**config.mk**
```make
export PLATFORM = sky130hd
export DESIGN_NAME = xpose_buf
export DESIGN_NICKNAME = d
export VERILOG_FILES = /design/src/rtl/xpose_pkg.sv /design/src/rtl/xpose_row_store.sv /design/src/rtl/xpose_read_mux.sv /design/src/rtl/xpose_buf.sv
export SDC_FILE = /design/constraint.sdc
export NUM_CORES = 1
export LEC_CHECK = 0
export BUFFER_PORTS_ARGS = -buffer_cell sky130_fd_sc_hd__buf_2
export CAP_MARGIN = 20
export CORE_UTILIZATION = 40
export CTS_CLUSTER_DIAMETER = 120
export CTS_CLUSTER_SIZE = 40
export DETAILED_ROUTE_END_ITERATION = 8
export PLACE_DENSITY_LB_ADDON = 0.12
export SLEW_MARGIN = 10
export SYNTH_ARGS = -nofsm -noshare
export SYNTH_HDL_FRONTEND = slang
export SYNTH_SLANG_ARGS = --single-unit
```
**constraint.sdc**
```tcl
create_clock -name clk -period 2.55 [get_ports clk]
set_input_delay 0.255 -clock clk [delete_from_list [all_inputs] [get_ports clk]]
set_output_delay 0.255 -clock clk [all_outputs]
set_load 0.02 [all_outputs]
```
**src/rtl/xpose_pkg.sv**
```systemverilog
package xpose_pkg;
  parameter int PIX_W  = 8;
  parameter int DIM    = 4;
  localparam int WORD_W = PIX_W * DIM;
  localparam int IDX_W  = $clog2(DIM);

  typedef logic [PIX_W-1:0]  pix_t;
  typedef logic [WORD_W-1:0] word_t;

  // Pixel at byte lane k of a word, lane 0 least significant.
  function automatic pix_t lane_of(input word_t w, input logic [IDX_W-1:0] k);
    return w[k*PIX_W +: PIX_W];
  endfunction

  // Hit test for a write against a given row.
  function automatic logic row_hit(input logic en, input logic [IDX_W-1:0] wrow,
                                   input logic [IDX_W-1:0] row);
    return en && (wrow == row);
  endfunction
endpackage

```
**src/rtl/xpose_row_store.sv**
```systemverilog
module xpose_row_store
  import xpose_pkg::*;
(
  input  logic                  clk,
  input  logic                  rst_n,
  input  logic                  clr,
  input  logic                  wr_en,
  input  logic [IDX_W-1:0]      wr_row,
  input  logic [WORD_W-1:0]     wr_word,
  output logic [DIM*WORD_W-1:0] rows_flat,
  output logic [DIM-1:0]        row_vld
);
  for (genvar r = 0; r < DIM; r++) begin : g_row
    logic [WORD_W-1:0] word_q;
    logic              vld_q;
    logic              hit;

    assign hit = row_hit(wr_en, wr_row, IDX_W'(r));

    always_ff @(posedge clk or negedge rst_n) begin
      if (!rst_n) begin
        word_q <= '0;
        vld_q  <= 1'b0;
      end else begin
        if (hit) word_q <= wr_word;
        if (hit)      vld_q <= 1'b1;
        else if (clr) vld_q <= 1'b0;
      end
    end

    assign rows_flat[r*WORD_W +: WORD_W] = word_q;
    assign row_vld[r] = vld_q;
  end
endmodule

```
**src/rtl/xpose_read_mux.sv**
```systemverilog
module xpose_read_mux
  import xpose_pkg::*;
(
  input  logic [DIM*WORD_W-1:0] rows_flat,
  input  logic [DIM-1:0]        row_vld,
  input  logic                  clr,
  input  logic                  wr_en,
  input  logic [IDX_W-1:0]      wr_row,
  input  logic [WORD_W-1:0]     wr_word,
  input  logic                  col_mode,
  input  logic [IDX_W-1:0]      idx,
  output logic [WORD_W-1:0]     rd_word,
  output logic                  rd_valid
);
  logic [WORD_W-1:0] row_eff [DIM];
  logic [DIM-1:0]    vld_eff;
  logic [WORD_W-1:0] col_word;

  for (genvar r = 0; r < DIM; r++) begin : g_fwd
    logic hit;
    assign hit        = row_hit(wr_en, wr_row, IDX_W'(r));
    assign row_eff[r] = hit ? wr_word : rows_flat[r*WORD_W +: WORD_W];
    assign vld_eff[r] = (row_vld[r] & ~clr) | hit;
    assign col_word[r*PIX_W +: PIX_W] = lane_of(row_eff[r], idx);
  end

  always_comb begin
    if (col_mode) begin
      rd_word  = col_word;
      rd_valid = &vld_eff;
    end else begin
      rd_word  = row_eff[idx];
      rd_valid = vld_eff[idx];
    end
  end
endmodule

```
**src/rtl/xpose_buf.sv**
```systemverilog
module xpose_buf
  import xpose_pkg::*;
(
  input  logic              clk,
  input  logic              rst_n,
  input  logic              tile_start,
  input  logic              wr_en,
  input  logic [IDX_W-1:0]  wr_row,
  input  logic [WORD_W-1:0] wr_word,
  input  logic              rd_col_mode,
  input  logic [IDX_W-1:0]  rd_idx,
  output logic [WORD_W-1:0] rd_word,
  output logic              rd_valid
);
  // Named internal state, brought out for the checker.
  logic [DIM*WORD_W-1:0] store_flat;
  logic [DIM-1:0]        store_vld;

  xpose_row_store u_store (
    .clk       (clk),
    .rst_n     (rst_n),
    .clr       (tile_start),
    .wr_en     (wr_en),
    .wr_row    (wr_row),
    .wr_word   (wr_word),
    .rows_flat (store_flat),
    .row_vld   (store_vld)
  );

  xpose_read_mux u_rd (
    .rows_flat (store_flat),
    .row_vld   (store_vld),
    .clr       (tile_start),
    .wr_en     (wr_en),
    .wr_row    (wr_row),
    .wr_word   (wr_word),
    .col_mode  (rd_col_mode),
    .idx       (rd_idx),
    .rd_word   (rd_word),
    .rd_valid  (rd_valid)
  );
endmodule

```
## After elaboration in Yosys (flattened, before gate mapping)

Cells that the tools add are included.

- Bits of input ports: 41
- Bits in read-only memories: 0
- Bits in writable memories: 0
- Memories: 0
- Register bits after elaboration: 132
- Output and inout port bits: 33
- Bits in latches: 0

- Order comparisons: 2
- Div/mod/pow operators: 0
- Reductions and logical operators: 10
- Bitwise operators: 10
- $mul: 0
- Shifts and indexed selects: 4
- Equality and inequality tests: 3
- Mux-type cells: 16
- Add/subtract/negate cells: 0

Operator list:

| cell | count |
|---|---|
| 2-to-1 mux 32 bit | 7 |
| indexed part select 32 x 6 -> 8 bit | 4 |
| binary-select mux 32 bit (select 2 bit) | 1 |
| nonzero test 2 bit | 4 |
| 2-to-1 mux 1 bit | 7 |
| bitwise AND 1 bit | 4 |
| == test 2 bit (second input constant) | 2 |
| logical AND 1 bit | 4 |
| bitwise OR 1 bit | 4 |
| AND reduction 4 bit | 1 |
| >= comparator 3 bit (second input constant) | 1 |
| < comparator 2 x 3 -> 1 bit (second input constant) | 1 |
| NOT 2 -> 3 bit | 1 |
| binary-select mux 1 bit (select 2 bit) | 1 |
| == test 2 x 1 -> 1 bit (second input constant) | 1 |
| logical NOT 2 bit | 1 |
| NOT 1 bit | 1 |

## Longest topological paths before layout

Gate-level depths: netlist of run 1.

- Depth in word-level cells: 7
- Mapped depth: 8

## By module

From an unflattened synthesis of run 1, not the netlist that was laid out.

- Cell total of the unflattened synthesis: 809
- Area total of the unflattened synthesis: 8201.6 sq um

By module, submodules not included:

| module | seq. area each (sq um) | area an instance (sq um) | instances | cells an instance |
|---|---|---|---|---|
| xpose_row_store | 3303.2 | 4979.8 | 1 | 288 |
| xpose_read_mux | 0.0 | 3221.8 | 1 | 521 |

## Least setup slack after synthesis of run 1

OpenSTA, ideal clock, no wires.

- Path kind: input to output
- Start point: in wr_row[0]
- End point: out rd_word[23]
- Data required time: 2.295 ns
- Slack: 0.320 ns
- Stages: 8
- Arrival: 1.975 ns
- Cells stage by stage: buf_6 clkbuf_1 buf_2 buf_2 nand4_1 o211ai_1 o211ai_1 a311oi_1

- Longest elaborated chain between the ends: 7

RTL lines:

| element | RTL line | text |
|---|---|---|
| start: declaration | xpose_buf.sv:8 | `input logic [IDX_W-1:0] wr_row,` |
| parallel branches: the longest is 6 deep, another holds 2-to-1 mux 32 bit | - |  |
| 2-to-1 mux 32 bit (*) | xpose_read_mux.sv:28 | `if (col_mode) begin` |
| end: declaration | xpose_buf.sv:12 | `output logic [WORD_W-1:0] rd_word,` |

Mark *: on every way between the ends. The select of a mux whose other input is x is not followed.

## Final worst setup path of run 1

- Start point: in wr_en
- End point: out rd_word[29]

- Longest elaborated chain between the ends: 6

RTL lines:

| element | RTL line | text |
|---|---|---|
| start: declaration | xpose_buf.sv:7 | `input logic wr_en,` |
| parallel branches: the longest is 5 deep, another holds 2-to-1 mux 32 bit | - |  |
| 2-to-1 mux 32 bit (*) | xpose_read_mux.sv:28 |  |

Marks and branches as above.

==> metrics, run 1 <==
share of cells above drive strength 1 roughly 25%; GR Overflow Total 0; endpoints failing hold 0; slew margin rel. 53.1%; Hold Buf Count CTS 1; GRT Total Usage 27.6%; Routed wire per std cell 23.3 um; first-pass GRT wire length roughly 46000 um; CP top delay family simple AND/OR/NAND/NOR gates; largest area contributor in the netlist dfrtp_1; CP max FO 44; die extent in y 146 um; row cnt 52; clock buffer depth 2; critical path type in -> out; CTS tree yes; Port-buffer cells 73; RSZ-0062 raised after global routing no; Util after Layout 48.6%; Synth top area share 39.6%; Power, Total 0.00690 W; Post-Place Worst Slack 0.122 ns; FMAX about 410 MHz; Post-Syn Area 0.00834 mm^2; Final ANT Viol Nets 0; vias in the first global route 7773; Die Area 0.0214 mm^2; Synth-to-Final Area Change 18.7%; syn avg cell area 9.42 um^2; initial antenna violation count 0; total number of vias just under 8000; n_diodes 0; Synth area leaders dfrtp_1 (40%), mux2_2 (6.2%), nand2_1 (5.8%); routability congestion estimate 0.866; Final WS setup 0.105 ns; post-CTS setup buffers 0; top post-synthesis cells by count dfrtp_1 (132), nand2_1 (128), clkbuf_1 (56); sequential share of the synthesized area between 30 and 40%; max-slew violation count 0; Worst VDD drop 453 uV; register bit total from synthesis 132; Buf/Inv on CP 4; cell chain of the critical path buf_2, buf_12, nand3b_1, buf_12, a211oi_1, a311oi_1, or4_1, buf_2; top-count cell post-synth dfrtp_1; EDFF count, synth 0; post-cts sizing count 0; leakage 4.39 nW; clk slew on worst S/H paths 0.06 ns; total wire length 28600 um; placed cells 1196; clk sinks 132; I/O pin count 74; largest net degree at the start of global routing 78; nets@finish 987; worst slew pin tran 0.700 ns; Slowest-stage cell, CP or4_1; Critical Path AT between 2 and 2.5 ns; Initial Util 41.0%; Vias/cell ~6.3; crit-path max cell delay 0.57 ns; Post-Layout Cell Count 1227; post-DP HPWL 19100 um; final clock period utilization by the worst path 95.9%; fraction of registers with async set/reset 100%; Tmin final approximately 2.4 ns; Final Skew 0 ns; CTS Buf Count 17; Post-Syn Nets 927; CTS root buffer clkbuf_16; HP Class in -> reg; DIE WIDTH 146 um; maxcap violations 0; Gate Count Post-Synth 886; TritonRoute pass-1 iters 5; Iteration-0 DRC Markers 786; drc violations 0; Power Density 696 mW/mm^2; ys flop type dfrtp_1; Final TNS setup 0 ns; status finished clean; CP required roughly 2.3 ns; core area 0.0204 mm^2; fillcell total 1898; clk_lat worst skew 0.43 ns; CP Capture Type output pin; total number of yosys warnings 0; Setup-failing EPs final 0; Startpoint Class input port; Yosys cell types 66; H-tree Lvls 4
-- worst paths after layout --
check	slack, ns	startpoint	endpoint	cells past startpoint
setup reg to reg	1.65	u_store.g_row[1].word_q[1]	u_store.g_row[1].word_q[1]	2
hold / removal	0.1	tile_start	u_store.g_row[0].vld_q	2
hold reg to reg	0.48	u_store.g_row[1].word_q[24]	u_store.g_row[1].word_q[24]	1
min in group asynchronous	0.34	rst_n	u_store.g_row[3].word_q[23]	2
max in group asynchronous	1.47	rst_n	u_store.g_row[2].word_q[16]	3
setup / recovery	0.10	wr_en	rd_word[29]	8
-- per-stage QoR --
stage          hold slack [ns]  instance area, um^2
2_1_floorplan          -0.0406                 8340
3_3_place_gp             0.241                 9290
3_5_place_dp             0.241                 9290
4_1_cts                 0.0868                 9900
5_1_grt                  0.121                 9900
6_report                0.0988                 9900
-- sequential cells by signal (all words and copies together), names as in the netlist --
register,flops
u_store.g_row.vld_q,4
u_store.g_row.word_q,128
-- where the power goes --
| group | internal, W | total, W | switching [W] |
|---|---|---|---|
| registers | 0.00245 | 0.00263 | 0.000179 |
| logic | 0.000714 | 0.00169 | 0.000976 |
| clock network | 0.00164 | 0.00258 | 0.000939 |
-- cell type report --
type | count | area (um^2) | share of cell area (%)
multi-input cells | 618 | 4480 | 45.2
inverters | 40 | 150 | 1.52
flip-flops and latches | 132 | 3300 | 33.4
clock inverters | 11 | 160 | 1.62
repair buffers | 137 | 1030 | 10.4
well taps | 270 | 338 | 3.41
clock buffers | 19 | 443 | 4.47
-- layout by cell type (no fill, tap or decap), types with 18 or more instances in the layout --
cell type and instances:
a211oi_1 28, a21o_1 18, a21oi_1 46, buf_2 71, buf_4 50, dfrtp_1 132
inv_1 37, mux2_2 46, nand2_1 128, nor2_1 21, o211ai_1 49, o21ai_0 46
-- worst reg2reg max path, stage by stage (launching register included) --
cell and delay, ns:
dfrtp_1 0.36, and2_1 0.15, or2_2 0.27
-- layer usage --
metal	vias up	track usage (%)	share of wire, %	routed length (um)
met1	3901	37.9	44	12600
met4	0	9.06	2.3	645
met2	327	43.7	47	13600
met5	-	0	0	0
met3	44	5.13	6.1	1730
li1	3475	-	-	-
-- cells by family after synthesis --
| kind of cell | synth area share [%] |
|---|---|
| flip-flops | 39.6 |
| AO/OA/AOI/OAI | 26.3 |
| buffers and inverters | 6.81 |
| multiplexers | 12.0 |
| AND/OR/NAND/NOR | 15.1 |
| XOR/XNOR | 0.210 |
(Power assumes the default switching activity.)
==> run 2, diff against run 1 <==
REMOVE_ABC_BUFFERS = 1   (was unset)
==> metrics, run 2 (synthesis gave the netlist of run 1 again) <==
Tmin final 2.46 ns (was 2.45 ns); CTS Buf Count 17 (unchanged); CP required 2.30 ns (about the same); final clock period utilization by the worst path 96.7% (was 95.9%); CP max FO 16 (was 44); vias in the first global route 7736 (was 7773); GRT Total Usage 27.2% (was 27.6%); total number of vias 7813 (was 7747); post-DP HPWL 18500 um (was 19100 um); clock buffer depth 2 (unchanged); FMAX 406 MHz (was 409 MHz); Worst Hold Path Cells 3 (was 2); worst r2r src u_store.g_row[0].word_q[8] (was u_store.g_row[1].word_q[1]); placed cells 1197 (was 1196); Final Skew 0 ns (unchanged); critical path type in -> out (unchanged); final instance area 0.00993 mm^2 (was 0.00990 mm^2); die extent in y 146 um (unchanged); worst slew pin tran 0.696 ns (was 0.700 ns); Reg2Reg Depth 2 (unchanged); status finished clean (unchanged); placed cell area 0.00929 mm^2 (about the same); GR Overflow Total 0 (unchanged); Final ANT Viol Nets 0 (unchanged); Biggest register u_store.g_row.word_q (unchanged); I/O pin count 74 (unchanged); TritonRoute pass-1 iters 5 (unchanged); nets@finish 988 (was 987); H-tree Lvls 4 (unchanged); CTS tree yes (unchanged); reg2reg end u_store.g_row[0].word_q[8] (was u_store.g_row[1].word_q[1]); max-slew violation count 0 (unchanged); most common cell after layout, fill and taps aside dfrtp_1 (unchanged); share of cells above drive strength 1 25.1% (was 24.7%); core area 0.0204 mm^2 (unchanged); Largest register FFs 128 (unchanged); CP Capture Type output pin (unchanged); clk_lat worst skew 0.43 ns (about the same); first-pass GRT wire length 45000 um (was 45700 um); commonest cells after routing, fill and taps aside dfrtp_1 (132), nand2_1 (128), buf_2 (71) (unchanged); DIE WIDTH 146 um (unchanged); HP Class in -> reg (unchanged); routability congestion estimate 0.866 (about the same); CTS root buffer clkbuf_16 (unchanged); Synth-to-Final Area Change 19.1% (was 18.7%); Post-Layout Cell Count 1230 (was 1227); RSZ-0062 raised after global routing no (unchanged); Power, Total 0.00695 W (was 0.00690 W); Iteration-0 DRC Markers 773 (was 786); Startpoint Class input port (unchanged); Power Density 700 mW/mm^2 (was 696 mW/mm^2); endpoints failing hold 0 (unchanged); Vias/cell 6.35 (was 6.31); total wire length 28100 um (was 28600 um); Setup crit start wr_row[0] (was wr_en); Die Area 0.0214 mm^2 (unchanged); FF-to-FF setup slack 1.65 ns (about the same); Critical Path AT 2.21 ns (was 2.19 ns); Routed wire per std cell 22.9 um (was 23.3 um); clk slew on worst S/H paths 0.06 ns (about the same); largest net degree at the start of global routing 65 (was 78); WHS Endpoint u_store.g_row[0].word_q[17] (was u_store.g_row[0].vld_q); row cnt 52 (unchanged); Regs by FF count u_store.g_row.word_q: 128 flops, u_store.g_row.vld_q: 4 flops (unchanged); slew margin rel. 53.4% (was 53.1%); HP Start wr_word[17] (was tile_start); Initial Util 41.0% (unchanged); Setup-failing EPs final 0 (unchanged); Worst VDD drop 432 uV (was 453 uV); drc violations 0 (unchanged); maxcap violations 0 (unchanged); clk sinks 132 (unchanged); n_diodes 0 (unchanged); post-CTS setup buffers 0 (unchanged); leakage 4.38 nW (was 4.39 nW); Port-buffer cells 73 (unchanged); initial antenna violation count 0 (unchanged)
==> run 2: cell types whose count changed in the layout (fill, tap and decap cells not counted), sizes merged <==
cell      previous run  this run
buf                136       137
clkinv               5         2
clkinvlp             2         7
==> run 2: per-layer routing <==
metal	wire, um	share of wire [%]	GRT usage (%)	vias to the layer above
li1	-	-	-	3480
met1	12600	45	38.3	3918
met2	13100	47	41.9	366
met3	1790	6.4	4.59	49
met4	621	2.2	9.90	0
met5	0	0	0	-
==> run 2: critical path, cell delays in order <==
cell and delay [ns]:
buf_2 0.31, buf_4 0.29, and3_1 0.33, buf_12 0.19, a21oi_1 0.05, a221o_1 0.36, a32oi_1 0.22, buf_2 0.20
==> run 2: what timing repair did <==
item / 4_1_cts / 5_1_grt
hold buffers: 1 / 0
setup endpoints to repair: 0 / 2
gates resized for setup: 0 / 3
endpoints found under the hold margin: 60 / 0
==> run 2: report_power, final <==
group | total (W) | leakage (nW) | internal (W) | switching [W]
sequential | 0.00262 | 1.61 | 0.00245 | 0.000173
clock | 0.00265 | 0.283 | 0.00166 | 0.000993
combinational | 0.00168 | 2.48 | 0.000716 | 0.000964
==> run 2: layout make-up <==
class / count / area (um^2)
fill: 1913 / 10400
inverter: 40 / 150
clock buffer: 19 / 443
clock inverter: 13 / 183
multi-input combinational: 618 / 4490
tap: 270 / 338
timing repair buffer: 138 / 1030
sequential: 132 / 3300
==> run 2: worst max path at each step <==
stage	endpoint	slack, ns	cells after the start
detailed placement	rd_word[18]	0.08	7
global placement	rd_word[29]	0.17	7
CTS	rd_word[18]	0.07	7
floorplan	rd_word[23]	-0.20	4
global route	rd_word[29]	0.03	7
finish	rd_word[10]	0.09	8
==> run 2: through the flow <==
stage	TNS, ns	setup WS [ns]	util [%]	hold WS, ns
after detailed placement	0	0.0841	45.6	0.324
final	0	0.0853	48.8	0.110
after floorplan	-0.854	-0.205	-	-0.0406
after global placement	0	0.166	45.6	0.315
after CTS	0	0.0677	48.7	0.100
after global routing	0	0.0322	48.8	0.118
==> run 3, diff against run 2 <==
ABC_AREA = 1   (was unset)
CTS_CLUSTER_DIAMETER = 150   (was 120)
SLEW_MARGIN = 15   (was 10)
==> metrics, run 3 <==
n_diodes 0 (unchanged); Die Area 0.0206 mm^2 (was 0.0214 mm^2); Critical Path AT 1.73 ns (was 2.21 ns); final clock period utilization by the worst path 77.8% (was 96.7%); Post-Syn Area 0.00803 mm^2 (was 0.00834 mm^2); Startpoint Class input port (unchanged); fraction of registers with async set/reset 100% (unchanged); CP required 2.30 ns (about the same); Biggest register u_store.g_row.word_q (unchanged); vias in the first global route 7152 (was 7736); post-DP HPWL 13800 um (was 18500 um); syn avg cell area 7.13 um^2 (was 9.42 um^2); first-pass GRT wire length 37700 um (was 45000 um); Power Density 721 mW/mm^2 (was 700 mW/mm^2); Initial Util 41.0% (about the same); Power, Total 0.00668 W (was 0.00695 W); Synth-to-Final Area Change 15.4% (was 19.1%); top-count cell post-synth nand2_1 (was dfrtp_1); CTS root buffer clkbuf_16 (unchanged); initial antenna violation count 0 (unchanged); drc violations 0 (unchanged); largest area contributor in the netlist dfrtp_1 (unchanged); clock buffer depth 2 (unchanged); Routed wire per std cell 16.0 um (was 22.9 um); GR Overflow Total 0 (unchanged); Final WS setup 0.566 ns (was 0.0853 ns); Synth area leaders dfrtp_1 (41%), nand3_1 (17%), nand2_1 (13%) (was dfrtp_1 (40%), mux2_2 (6.2%), nand2_1 (5.8%)); nets@finish 1210 (was 988); TritonRoute pass-1 iters 4 (was 5); Post-Place Worst Slack 0.560 ns (was 0.0841 ns); top post-synthesis cells by count nand2_1 (288), nand3_1 (266), inv_1 (151) (was dfrtp_1 (132), nand2_1 (128), clkbuf_1 (56)); Vias/cell 5.10 (was 6.35); Worst VDD drop 521 uV (was 432 uV); most common cell after layout, fill and taps aside nand2_1 (was dfrtp_1); FMAX 504 MHz (was 406 MHz); FF+latch area 0.00330 mm^2 (unchanged); CTS Buf Count 17 (unchanged); clk_lat worst skew 0.42 ns (was 0.43 ns); Final Skew 0 ns (unchanged); die extent in y 144 um (was 146 um); worst slew pin tran 0.524 ns (was 0.696 ns); largest net degree at the start of global routing 85 (was 65); commonest cells after routing, fill and taps aside nand2_1 (288), nand3_1 (266), inv_1 (150) (was dfrtp_1 (132), nand2_1 (128), buf_2 (71)); post-cts sizing count 0 (unchanged); DIE WIDTH 144 um (was 146 um); Largest register FFs 128 (unchanged); clk slew on worst S/H paths 0.06 ns (about the same); EDFF count, synth 0 (unchanged); Final ANT Viol Nets 0 (unchanged); ys flop type dfrtp_1 (unchanged); total number of yosys warnings 0 (unchanged); Final TNS setup 0 ns (unchanged); fillcell total 2069 (was 1913); maxcap violations 0 (unchanged); sequential share of the synthesized area 41.1% (was 39.6%); RSZ-0062 raised after global routing no (unchanged); slew margin rel. 65.1% (was 53.4%); CTS tree yes (unchanged); Synth top area share 41.1% (was 39.6%); Gate Count Post-Synth 1127 (was 886); Regs by FF count u_store.g_row.word_q: 128 flops, u_store.g_row.vld_q: 4 flops (unchanged); leakage 4.85 nW (was 4.38 nW); Yosys cell types 25 (was 66); Multi-input gate area 0.00377 mm^2 (was 0.00449 mm^2); Setup-failing EPs final 0 (unchanged); clk sinks 132 (unchanged); CP max FO 24 (was 16); routability congestion estimate 0.779 (was 0.866); Hold Buf Count CTS 1 (unchanged); register bit total from synthesis 132 (unchanged); Iteration-0 DRC Markers 431 (was 773); CP Capture Type output pin (unchanged); share of cells above drive strength 1 13.2% (was 25.1%); row cnt 51 (was 52); max-slew violation count 0 (unchanged); critical path type in -> out (unchanged); HP Class in -> reg (unchanged); I/O pin count 74 (unchanged); Tmin final 1.98 ns (was 2.46 ns); endpoints failing hold 0 (unchanged); post-CTS setup buffers 0 (unchanged); GRT Total Usage 24.0% (was 27.2%); H-tree Lvls 4 (unchanged); status finished clean (unchanged); Port-buffer cells 73 (unchanged); total wire length 23200 um (was 28100 um); core area 0.0196 mm^2 (was 0.0204 mm^2); total number of vias 7386 (was 7813)
[run 3: changes by cell type after synthesis, moves of 24 or more]
cell      previous run  this run
o21ai_1              0        26
mux2_2              46         0
nand4_1              4        28
nand2_1            128       288
a21oi_1             46         1
o211ai_1            49        10
and2_1              12        67
a211oi_1            28         0
nand3_1              2       266
inv_1               39       151
clkbuf_1            56        23
[run 3: worst max-delay path: stages]
cell,delay [ns]
buf_2,0.20
nor2_4,0.12
buf_4,0.35
nand3_1,0.14
and2_1,0.20
nand2_1,0.06
nand3_1,0.08
nand2_1,0.09
nand2_1,0.06
buf_2,0.16
[run 3: kinds of logic after synthesis]
| logic type | count (synthesis) | synth area share (%) |
|---|---|---|
| buffers and inverters | 230 | 12.0 |
| and+or+nand+nor | 670 | 39.4 |
| DFF | 132 | 41.1 |
| AOI/OAI and AO/OA | 95 | 7.48 |
[run 3: routing by layer]
layer	GRT usage [%]	wire, um	part of all wire [%]	vias up
li1	-	-	-	3720
met1	32.2	11200	48	3473
met2	39.7	10800	47	170
met3	4.20	907	3.9	23
met4	6.16	272	1.2	0
met5	0	0	0	-
[run 3: through the flow]
step / cells / hold WS (ns) / instance area, um^2 / utilization [%]
after floorplan: 1052 / -0.0406 / 7650 / -
after global placement: 1414 / 0.259 / 8640 / 44.1
after detailed placement: 1414 / 0.251 / 8640 / 44.1
after CTS: 1447 / 0.0539 / 9270 / 47.3
after global routing: 1447 / 0.0591 / 9270 / 47.3
final: 1447 / 0.0640 / 9270 / 47.3
[run 3: path summary, 6_finish.rpt]
path	slack, ns	from	end	depth (start not counted)
min in group asynchronous	0.36	rst_n	u_store.g_row[3].word_q[2]	2
worst min-delay path	0.06	wr_word[2]	u_store.g_row[3].word_q[2]	2
worst max register to register	1.77	u_store.g_row[2].word_q[10]	u_store.g_row[2].word_q[10]	3
worst min register to register	0.47	u_store.g_row[3].word_q[25]	u_store.g_row[3].word_q[25]	2
worst max-delay path	0.57	wr_row[0]	rd_word[11]	10
max in group asynchronous	1.48	rst_n	u_store.g_row[1].word_q[31]	3
[run 3: report_power, final]
group	leakage (nW)	switching (W)	total (W)	internal, W
Clock	0.290	0.000961	0.00261	0.00165
Sequential	1.49	0.0000833	0.00250	0.00242
Combinational	3.06	0.000990	0.00157	0.000577
[run 3: layout make-up]
cell class / count / area share [%]
Sequential cell: 132 / 35.6
Tap cell: 265 / 3.58
Clock buffer: 18 / 4.74
Inverter: 155 / 6.28
Timing Repair Buffer: 98 / 7.14
Multi-Input combinational cell: 765 / 40.6
Clock inverter: 14 / 2.00
